**src/rtl/acc_alu_pkg.sv**
```systemverilog
package acc_alu_pkg;

    localparam int STAT_W = 8;
    localparam int OP_W   = 4;

    localparam int FLAG_N = 7;
    localparam int FLAG_V = 6;
    localparam int FLAG_Z = 1;
    localparam int FLAG_C = 0;

    typedef enum logic [OP_W-1:0] {
        OP_ADD = 4'd0,
        OP_SUB = 4'd1,
        OP_CMP = 4'd2,
        OP_BIT = 4'd3,
        OP_AND = 4'd4,
        OP_OR  = 4'd5,
        OP_XOR = 4'd6,
        OP_SHL = 4'd7,
        OP_SHR = 4'd8,
        OP_ROL = 4'd9,
        OP_ROR = 4'd10,
        OP_INC = 4'd11,
        OP_DEC = 4'd12,
        OP_AXS = 4'd13
    } alu_op_e;

    typedef struct packed {
        logic n;
        logic v;
        logic spare;
        logic brk;
        logic dec;
        logic irq_mask;
        logic z;
        logic c;
    } stat_t;

    typedef enum logic [2:0] {
        UN_SHL = 3'd0,
        UN_SHR = 3'd1,
        UN_ROL = 3'd2,
        UN_ROR = 3'd3,
        UN_INC = 3'd4,
        UN_DEC = 3'd5
    } unary_e;

    typedef enum logic [1:0] {
        LG_AND = 2'd0,
        LG_OR  = 2'd1,
        LG_XOR = 2'd2
    } logic_e;

    function automatic unary_e unary_kind(input logic [OP_W-1:0] op);
        logic [OP_W-1:0] d;
        d = op - OP_SHL;
        return unary_e'(d[2:0]);
    endfunction

endpackage

```
**src/rtl/acc_alu_addsub.sv**
```systemverilog
module acc_alu_addsub #(
    parameter int W = 8
) (
    input  logic [W-1:0] a_i,
    input  logic [W-1:0] b_i,
    input  logic         cin_i,
    input  logic         sub_i,
    output logic [W-1:0] sum_o,
    output logic         cout_o,
    output logic         ovf_o
);
    logic [W-1:0] b_eff;
    logic [W:0]   full;

    // Subtraction as A + ~B + carry: carry out then means "no borrow".
    assign b_eff  = sub_i ? ~b_i : b_i;
    assign full   = {1'b0, a_i} + {1'b0, b_eff} + {{W{1'b0}}, cin_i};
    assign sum_o  = full[W-1:0];
    assign cout_o = full[W];
    assign ovf_o  = (a_i[W-1] == b_eff[W-1]) && (sum_o[W-1] != a_i[W-1]);
endmodule

```
**src/rtl/acc_alu_logic.sv**
```systemverilog
module acc_alu_logic
    import acc_alu_pkg::*;
#(
    parameter int W = 8
) (
    input  logic [W-1:0] a_i,
    input  logic [W-1:0] m_i,
    input  logic_e       sel_i,
    output logic [W-1:0] val_o
);
    always_comb begin
        unique case (sel_i)
            LG_OR:   val_o = a_i | m_i;
            LG_XOR:  val_o = a_i ^ m_i;
            default: val_o = a_i & m_i;
        endcase
    end
endmodule

```
**src/rtl/acc_alu_unary.sv**
```systemverilog
module acc_alu_unary
    import acc_alu_pkg::*;
#(
    parameter int W = 8
) (
    input  logic [W-1:0] m_i,
    input  logic         cin_i,
    input  unary_e       kind_i,
    output logic [W-1:0] val_o,
    output logic         cout_o
);
    always_comb begin
        val_o  = m_i;
        cout_o = cin_i;
        case (kind_i)
            UN_SHL: begin val_o = {m_i[W-2:0], 1'b0};  cout_o = m_i[W-1]; end
            UN_SHR: begin val_o = {1'b0, m_i[W-1:1]};  cout_o = m_i[0];   end
            UN_ROL: begin val_o = {m_i[W-2:0], cin_i}; cout_o = m_i[W-1]; end
            UN_ROR: begin val_o = {cin_i, m_i[W-1:1]}; cout_o = m_i[0];   end
            UN_INC: val_o = m_i + {{(W-1){1'b0}}, 1'b1};
            UN_DEC: val_o = m_i - {{(W-1){1'b0}}, 1'b1};
            default: ;
        endcase
    end
endmodule

```
**src/rtl/acc_alu.sv**
```systemverilog
module acc_alu
    import acc_alu_pkg::*;
#(
    parameter int W = 8
) (
    input  logic              clk,
    input  logic              rst,
    input  logic              in_valid,
    input  logic [OP_W-1:0]   op_sel,
    input  logic [W-1:0]      acc_in,
    input  logic [W-1:0]      xr_in,
    input  logic [W-1:0]      opnd_in,
    input  logic [STAT_W-1:0] stat_in,
    output logic              out_valid,
    output logic [W-1:0]      res_out,
    output logic [W-1:0]      xr_out,
    output logic [STAT_W-1:0] stat_out
);
    stat_t        st_in;
    stat_t        st_nx;
    logic [W-1:0] res_nx;
    logic [W-1:0] xr_nx;
    logic [W-1:0] nz_src;
    logic         upd_nz;

    assign st_in = stat_t'(stat_in);

    // Shared adder: add / subtract use the incoming carry; compare and the
    // fused op always subtract with no borrow-in.
    logic         is_cmp_like;
    logic [W-1:0] as_a;
    logic         as_cin;
    logic         as_sub;
    logic [W-1:0] as_sum;
    logic         as_cout;
    logic         as_ovf;

    assign is_cmp_like = (op_sel == OP_CMP) || (op_sel == OP_AXS);
    assign as_a   = (op_sel == OP_AXS) ? (acc_in & xr_in) : acc_in;
    assign as_sub = (op_sel != OP_ADD);
    assign as_cin = is_cmp_like ? 1'b1 : st_in.c;

    acc_alu_addsub #(.W(W)) u_addsub (
        .a_i(as_a), .b_i(opnd_in), .cin_i(as_cin), .sub_i(as_sub),
        .sum_o(as_sum), .cout_o(as_cout), .ovf_o(as_ovf)
    );

    logic_e       lg_sel;
    logic [W-1:0] lg_val;

    always_comb begin
        case (op_sel)
            OP_OR:   lg_sel = LG_OR;
            OP_XOR:  lg_sel = LG_XOR;
            default: lg_sel = LG_AND;
        endcase
    end

    acc_alu_logic #(.W(W)) u_logic (
        .a_i(acc_in), .m_i(opnd_in), .sel_i(lg_sel), .val_o(lg_val)
    );

    unary_e       un_kind;
    logic [W-1:0] un_val;
    logic         un_cout;

    assign un_kind = unary_kind(op_sel);

    acc_alu_unary #(.W(W)) u_unary (
        .m_i(opnd_in), .cin_i(st_in.c), .kind_i(un_kind),
        .val_o(un_val), .cout_o(un_cout)
    );

    always_comb begin
        res_nx = acc_in;
        xr_nx  = xr_in;
        st_nx  = st_in;
        nz_src = acc_in;
        upd_nz = 1'b0;
        case (op_sel)
            OP_ADD, OP_SUB: begin
                res_nx  = as_sum;
                st_nx.c = as_cout;
                st_nx.v = as_ovf;
                nz_src  = as_sum;
                upd_nz  = 1'b1;
            end
            OP_CMP: begin
                st_nx.c = as_cout;
                nz_src  = as_sum;
                upd_nz  = 1'b1;
            end
            OP_AXS: begin
                xr_nx   = as_sum;
                st_nx.c = as_cout;
                nz_src  = as_sum;
                upd_nz  = 1'b1;
            end
            OP_BIT: begin
                st_nx.n = opnd_in[W-1];
                st_nx.v = opnd_in[W-2];
                st_nx.z = (lg_val == '0);
            end
            OP_AND, OP_OR, OP_XOR: begin
                res_nx = lg_val;
                nz_src = lg_val;
                upd_nz = 1'b1;
            end
            OP_SHL, OP_SHR, OP_ROL, OP_ROR: begin
                res_nx  = un_val;
                st_nx.c = un_cout;
                nz_src  = un_val;
                upd_nz  = 1'b1;
            end
            OP_INC, OP_DEC: begin
                res_nx = un_val;
                nz_src = un_val;
                upd_nz = 1'b1;
            end
            default: ;
        endcase
        if (upd_nz) begin
            st_nx.n = nz_src[W-1];
            st_nx.z = (nz_src == '0);
        end
    end

    always_ff @(posedge clk) begin
        if (rst) begin
            out_valid <= 1'b0;
            res_out   <= '0;
            xr_out    <= '0;
            stat_out  <= '0;
        end else begin
            out_valid <= in_valid;
            if (in_valid) begin
                res_out  <= res_nx;
                xr_out   <= xr_nx;
                stat_out <= st_nx;
            end
        end
    end

    // control bits 5..2 never change
    assert_ctrl_bits_R10: assert property (@(posedge clk) disable iff (rst)
        out_valid |-> stat_out[5:2] == $past(stat_in[5:2]));

    // index output only moves on the fused op
    assert_xr_keep_R10: assert property (@(posedge clk) disable iff (rst)
        (out_valid && $past(op_sel) != OP_AXS) |-> xr_out == $past(xr_in));

    // bit test copies operand bits, keeps accumulator and carry
    assert_bit_copy_R4: assert property (@(posedge clk) disable iff (rst)
        (out_valid && $past(op_sel) == OP_BIT) |->
        (stat_out[FLAG_N] == $past(opnd_in[W-1]) && stat_out[FLAG_V] == $past(opnd_in[W-2])
         && res_out == $past(acc_in) && stat_out[FLAG_C] == $past(stat_in[FLAG_C])));

    // logical shift right never leaves N set
    assert_shr_nclear_R6: assert property (@(posedge clk) disable iff (rst)
        (out_valid && $past(op_sel) == OP_SHR) |-> !stat_out[FLAG_N]);

    // compare-style ops keep the accumulator and V
    assert_cmp_keep_R3: assert property (@(posedge clk) disable iff (rst)
        (out_valid && ($past(op_sel) == OP_CMP || $past(op_sel) == OP_AXS)) |->
        (res_out == $past(acc_in) && stat_out[FLAG_V] == $past(stat_in[FLAG_V])));

    // outputs hold when no request was taken
    assert_hold_R11: assert property (@(posedge clk) disable iff (rst)
        !$past(in_valid) |-> ($stable(res_out) && $stable(xr_out) && $stable(stat_out)));

    // reserved codes are no-ops
    assert_reserved_R12: assert property (@(posedge clk) disable iff (rst)
        (out_valid && $past(op_sel) > OP_AXS) |->
        (res_out == $past(acc_in) && stat_out == $past(stat_in)));
endmodule

```
**config.mk**
```make
export PLATFORM = sky130hd
export DESIGN_NAME = acc_alu
export DESIGN_NICKNAME = d
export VERILOG_FILES = /design/src/rtl/acc_alu_pkg.sv /design/src/rtl/acc_alu_addsub.sv /design/src/rtl/acc_alu_logic.sv /design/src/rtl/acc_alu_unary.sv /design/src/rtl/acc_alu.sv
export SDC_FILE = /design/constraint.sdc
export NUM_CORES = 1
export LEC_CHECK = 0
export BUFFER_PORTS_ARGS = -buffer_cell sky130_fd_sc_hd__buf_2
export CORE_MARGIN = 2
export CORE_UTILIZATION = 47
export CTS_BUF_LIST = sky130_fd_sc_hd__clkbuf_16
export CTS_CLUSTER_SIZE = 12
export DETAILED_ROUTE_END_ITERATION = 7
export GPL_TIMING_DRIVEN = 0
export PLACE_DENSITY = 0.74
export REMOVE_ABC_BUFFERS = 1
export SYNTH_ARGS = -nofsm -noshare
export SYNTH_HDL_FRONTEND = slang
export SYNTH_SLANG_ARGS = --single-unit
export TNS_END_PERCENT = 10
```
**constraint.sdc**
```tcl
create_clock -name clk -period 4.6 [get_ports clk]
set_clock_uncertainty 0.2 [all_clocks]
set_input_delay 0.23 -clock clk [delete_from_list [all_inputs] [get_ports clk]]
set_output_delay 0.23 -clock clk [all_outputs]
set_load 0.01 [all_outputs]
```
==> reports/metrics.cfg, run 1 <==
[routing]
viasPerCell=5.969
drc=0
drt_iter0_markers=318
via_count=3080
drt_wl_total_um=8442
firstDrtPassIters=5
ant_nets=0
wl_per_cell_um=16.36

[critical_path]
r2r_slack_ps=3560
critPathArrivalTime_ps=4300
slowest_stage=or3_1
critPathRequiredTime_ps=4580
path_class=input pin to flip-flop
crit_family=simple AND/OR/NAND/NOR gates
worstPathBufferInverterCount=1
end_kind=flip-flop
path_depth=13
startpoint_type=input pin
critical_path_peak_fanout=24
ff2ff_path_depth=3
cp_slowest_stage_delay_ps=530
crit_chain=buf_2 > or3_1 > nor2_2 > xnor2_1 > fa_1 > fa_1 > a211oi_1 > nor2_1 > xnor2_1 > nand4_1 > o31a_1 > or4_1 > o22ai_1

[timing]
hold_viol=0
rsz0062_at_grt=false
timing.fmax_mhz=231.6
setup_tns_ps=0
finalCritPeriodShare=0.9385
drv_slew=0
max-slew-margin-rel=0.5524
fin_hold_ws_ps=3.101
finalCriticalPeriod_ps=4317
setup_violations=0
tightest_slew_ps=671.5

[clocking]
clk_pin_slew_ps=60
root_buffer=clkbuf_16
cts_buffer_depth=2
cts_buffers=3
cts_tree=done
clk_latency_ps=260
htreeDepth=1
cts_sinks=25
cts_hold_buf=0

[finish]
fin_area_um2=3262
drive_gt1_frac=0.1723
n_antenna_cell=0
layoutNonFillerInstCount=516
finalNetCount=509
area_growth_pct=12.95

[power]
powerDensity_nw_per_um2=221.4
leakage_nw=1.464
vdd_ir_drop_max_v=0.0002188

[synth]
synth_top_area_cell=dfxtp_1
yosys.cell_types.count=61
synthesis.area_um2=2888
synthCells=402
ys_warn_count=0
synth_area_leaders=dfxtp_1 17%, ha_1 11%, nor2_1 6.8%
synthArstFlopShare=0
ys.flop_type=dfxtp_1
yosysMostFrequentCell=nor2_1
synth.yosys.seq_area_share=0.1733
ys_ff_latch=25
synth_edf_count=0
synth_top_cells_by_count=52 x nor2_1, 36 x nand2_1, 27 x o21ai_0
avgSynthCellArea_um2=7.184
yosysTopAreaCellShare=0.1733

[global_route]
grt_max_degree=37
grt_usage=0.2526
overflow=0
grt_pass1_wl_um=13330
grt_pass1_vias=2671
antenna_found_initial=0

[die]
die_w_um=82.39
pin_count=64
core-area_um2=5921
die_area_um2=6787
row_count=28
die-height_um=82.39
initial_core_util=0.4877

[min_path]
hold_path.class=input pin to flip-flop
whs_path_depth=3

[placed_design]
post-place-cells=512
io_buffers=63
routabilityCongestion=0.9913
place_area_um2=3174
dp_hpwl_um=6400

[run]
maxCapViolCount=0

[outcome]
status=complete, no violations

[cell families (layout without fill, tap and decap cells)]
kind of cell    after synthesis  count (layout)  share of synthesized area
xor+xnor                     21              21                    0.06369
buf+inv                      53              92                    0.07496
mux                          13              13                    0.04550
flops                        25              25                     0.1733
simple gates                151             151                     0.2578
compound gates              111             111                     0.2582
fa+ha+maj                    28              28                     0.1265
[path summary, 6_finish.rpt]
kind / from / end
setup / recovery: op_sel[1] / stat_out[1]$_SDFFE_PP0P_
hold / removal: stat_in[3] / stat_out[3]$_SDFFE_PP0P_
setup reg to reg: stat_out[1]$_SDFFE_PP0P_ / stat_out[1]$_SDFFE_PP0P_
hold reg to reg: stat_out[7]$_SDFFE_PP0P_ / stat_out[7]$_SDFFE_PP0P_
[per-stage QoR]
stage	setup slack [ps]	power, mW	utilization
CTS	91.00	0.7221	0.5501
detailed placement	-173.4	0.5280	0.5361
global placement	-153.9	0.5228	0.5361
global route	60.76	0.7713	0.5509
finish	282.9	0.7221	0.5509
floorplan	538.0	0.4208	-
[cells in the final DEF, fill, tap and decap left out, types with 10 or more instances in the layout]
| cell type | n |
|---|---|
| ha_1 | 26 |
| nor2_1 | 51 |
| buf_2 | 63 |
| nor2b_1 | 11 |
| nor3_1 | 12 |
| nand2_1 | 35 |
| o21ai_0 | 27 |
| dfxtp_1 | 25 |
| a211oi_1 | 10 |
| a21oi_1 | 24 |
| xnor2_1 | 17 |
| mux2i_1 | 12 |
| inv_1 | 25 |
[tightest hold or removal path, stage by stage]
cell	delay [ps]
buf_2	70
mux2i_1	50
nor2_1	70
[routing by layer]
metal | up-vias | part of all wire | track usage | wire length [µm]
met4 | 0 | 0.014 | 0.06333 | 117
li1 | 1512 | - | - | -
met2 | 152 | 0.45 | 0.4113 | 3780
met5 | - | 0 | 0 | 0
met1 | 1406 | 0.45 | 0.3610 | 3831
met3 | 10 | 0.084 | 0.01630 | 712
[report_power, final]
| part | internal [mW] | leakage (nW) | switching [mW] |
|---|---|---|---|
| Clock | 0.118 | 0.0371 | 0.0744 |
| Sequential | 0.233 | 0.207 | 0.00696 |
| Combinational | 0.113 | 1.22 | 0.177 |
[state kept, by name, indices dropped and copies added, names as in the netlist]
signal     flops
out_valid      1
res_out        8
stat_out       8
xr_out         8
[cell type report]
type                    count  area, µm²
clock buffers               3      75.07
clock inverters             1      7.507
fillers                   569       2659
inverters                  25      93.84
multi-input cells         324       2176
flip-flops and latches     25      500.5
well taps                  75      93.84
repair buffers             63      315.3
[what timing repair did]
action                                  CTS  global route
resized for setup                         0             2
endpoints found under the setup margin    0             1
buffers inserted                          0             0
No activity file was read; power rests on OpenSTA's default activity.
==> run 2: changes to the inputs <==
CORE_ASPECT_RATIO = 1.4   (was not set)
GPL_ROUTABILITY_DRIVEN = 0   (was not set)
==> reports/metrics.cfg, run 2 (same netlist as run 1, synthesis figures left out) <==
[routing]
drc=0  ; unchanged
wl_per_cell_um=16.18  ; -1.1%
drt_wl_total_um=8269  ; -2.0%
viasPerCell=6.070  ; +1.7%
drt_iter0_markers=155  ; -51%
via_count=3102  ; +0.71%
ant_nets=0  ; unchanged
firstDrtPassIters=5  ; unchanged

[placed_design]
post-place-cells=507  ; -0.98%
place_area_um2=3168  ; -0.20%
dp_hpwl_um=6453  ; +0.82%
io_buffers=63  ; unchanged

[timing]
fin_hold_ws_ps=8.352  ; +5.251 ps
setup_violations=0  ; unchanged
finalCritPeriodShare=0.9255  ; -0.01296
hold_viol=0  ; unchanged
setup_tns_ps=0  ; unchanged
timing.fmax_mhz=234.9  ; +1.4%
max-slew-margin-rel=0.5517  ; -0.0006270
tightest_slew_ps=667.3  ; -4.194 ps
finalCriticalPeriod_ps=4257  ; -59.60 ps
rsz0062_at_grt=false
drv_slew=0  ; unchanged

[clocking]
htreeDepth=1  ; unchanged
cts_post_setup_buffers_inserted=0  ; unchanged
cts_tree=done
root_buffer=clkbuf_16
clk_pin_slew_ps=60  ; about the same
cts_buffer_depth=2  ; unchanged
cts_sinks=25  ; unchanged
cts_hold_buf=0  ; unchanged
cts_buffers=3  ; unchanged
clk_latency_ps=260  ; about the same

[power]
power.net_switching_mw=0.2551  ; -1.1%
vdd_ir_drop_max_v=0.0001179  ; -46%
clockPowerShare=0.263  ; -0.003
combPwrFrac=0.402  ; about the same
p_int_mw=0.4634  ; -0.18%
powerDensity_nw_per_um2=220.5  ; -0.39%
leakage_nw=1.468  ; +0.28%
switching_share=0.3550  ; -0.002088
p_seq_frac=0.335  ; +0.003

[die]
die_area_um2=6796  ; +0.13%
pin_count=64  ; unchanged
die-height_um=96.75  ; +17%
die_w_um=70.25  ; -15%
row_count=33  ; +18%
core-area_um2=5904  ; -0.27%
initial_core_util=0.4891  ; +0.001344

[global_route]
grt_max_degree=37  ; unchanged
grt_pass1_vias=2864  ; +7.2%
grt_pass1_wl_um=13280  ; -0.36%
overflow=0  ; unchanged
antenna_found_initial=0  ; unchanged
grt_usage=0.2346  ; -0.01805

[finish]
layoutNonFillerInstCount=511  ; -0.97%
multi_input_area_um2=2181  ; +0.23%
reg_top3=res_out (8), stat_out (8), xr_out (8)
drive_gt1_frac=0.1723  ; unchanged
num-fill-cells=587  ; +3.2%
final_cell_mix=63 x buf_2, 51 x nor2_1, 35 x nand2_1
area_growth_pct=12.82
finalNetCount=509  ; unchanged
final_util=0.5518  ; +0.0008820
fin_area_um2=3258  ; -0.12%
n_antenna_cell=0  ; unchanged
regArea_um2=500.5  ; unchanged
mostFrequentLayoutCell=buf_2

[outcome]
status=complete, no violations

[critical_path]
cp_slowest_stage_delay_ps=500  ; -30 ps
crit_chain=buf_2 > nor2b_1 > nand2_2 > nor2_1 > nor2_1 > fa_1 > fa_1 > a211oi_1 > o21bai_1 > a21oi_1 > xnor2_1 > o31a_1 > or4_1 > o22ai_1
slowest_stage=or4_1
startpoint_type=input pin
r2r_slack_ps=3540  ; -20 ps
critical_path_peak_fanout=20  ; -17%
worstPathBufferInverterCount=1  ; unchanged
critPathRequiredTime_ps=4580  ; about the same
end_kind=flip-flop
crit_family=simple AND/OR/NAND/NOR gates
path_class=input pin to flip-flop
critPathArrivalTime_ps=4230  ; -70 ps

[min_path]
hold_path.class=input pin to flip-flop

[run]
maxCapViolCount=0  ; unchanged

==> run 2: cell types whose count changed in the layout (fill, tap and decap cells not counted), sizes merged <==
cell / previous run / this run
clkinv: 0 / 1
clkinvlp: 1 / 0
==> run 2: area by class of cell <==
cell class                      count  share of cell area
Multi-Input combinational cell    324              0.6694
Sequential cell                    25              0.1536
Timing Repair Buffer               63             0.09677
Inverter                           25             0.02880
Tap cell                           70             0.02688
Clock buffer                        3             0.02304
Clock inverter                      1            0.001536
==> run 2: power by group through the flow <==
stage	Clock, mW	Combinational, mW	Sequential, mW
2_1_floorplan	0	0.168	0.253
3_3_place_gp	0	0.276	0.244
3_5_place_dp	0	0.283	0.245
4_1_cts	0.191	0.285	0.241
5_1_grt	0.201	0.316	0.242
6_report	0.189	0.289	0.240
==> run 2: what timing repair did <==
item                       4_1_cts  5_1_grt
setup endpoints to repair        1        1
hold endpoints to repair         0        0
cloned                           0        0
resized for setup                1        2
==> run 2: routing by layer <==
metal | wire length, µm | vias up | GRT usage
li1 | - | 1514 | -
met1 | 3382 | 1421 | 0.2850
met2 | 4006 | 132 | 0.3955
met4 | 436 | 0 | 0.1317
met3 | 443 | 35 | 0.02500
met5 | 0 | - | 0
==> run 2: final timing paths <==
kind | start | end | cells past startpoint
max | op_sel[0] | stat_out[1]$_SDFFE_PP0P_ | 14
min | stat_in[5] | stat_out[5]$_SDFFE_PP0P_ | 3
max reg2reg | stat_out[1]$_SDFFE_PP0P_ | stat_out[1]$_SDFFE_PP0P_ | 3
min reg2reg | stat_out[7]$_SDFFE_PP0P_ | stat_out[7]$_SDFFE_PP0P_ | 2
==> run 2: per-stage QoR <==
stage / worst slack, ps / total power [mW]
4_1_cts: 239.4 / 0.7166
3_3_place_gp: -157.2 / 0.5207
6_report: 342.5 / 0.7185
3_5_place_dp: -236.1 / 0.5277
2_1_floorplan: 538.0 / 0.4208
5_1_grt: 134.8 / 0.7592
==> run 2: worst reg2reg max path, stage by stage, from the launching register on <==
cell	delay, ps
dfxtp_1	320
nor2b_1	140
a31oi_1	160
o22ai_1	110
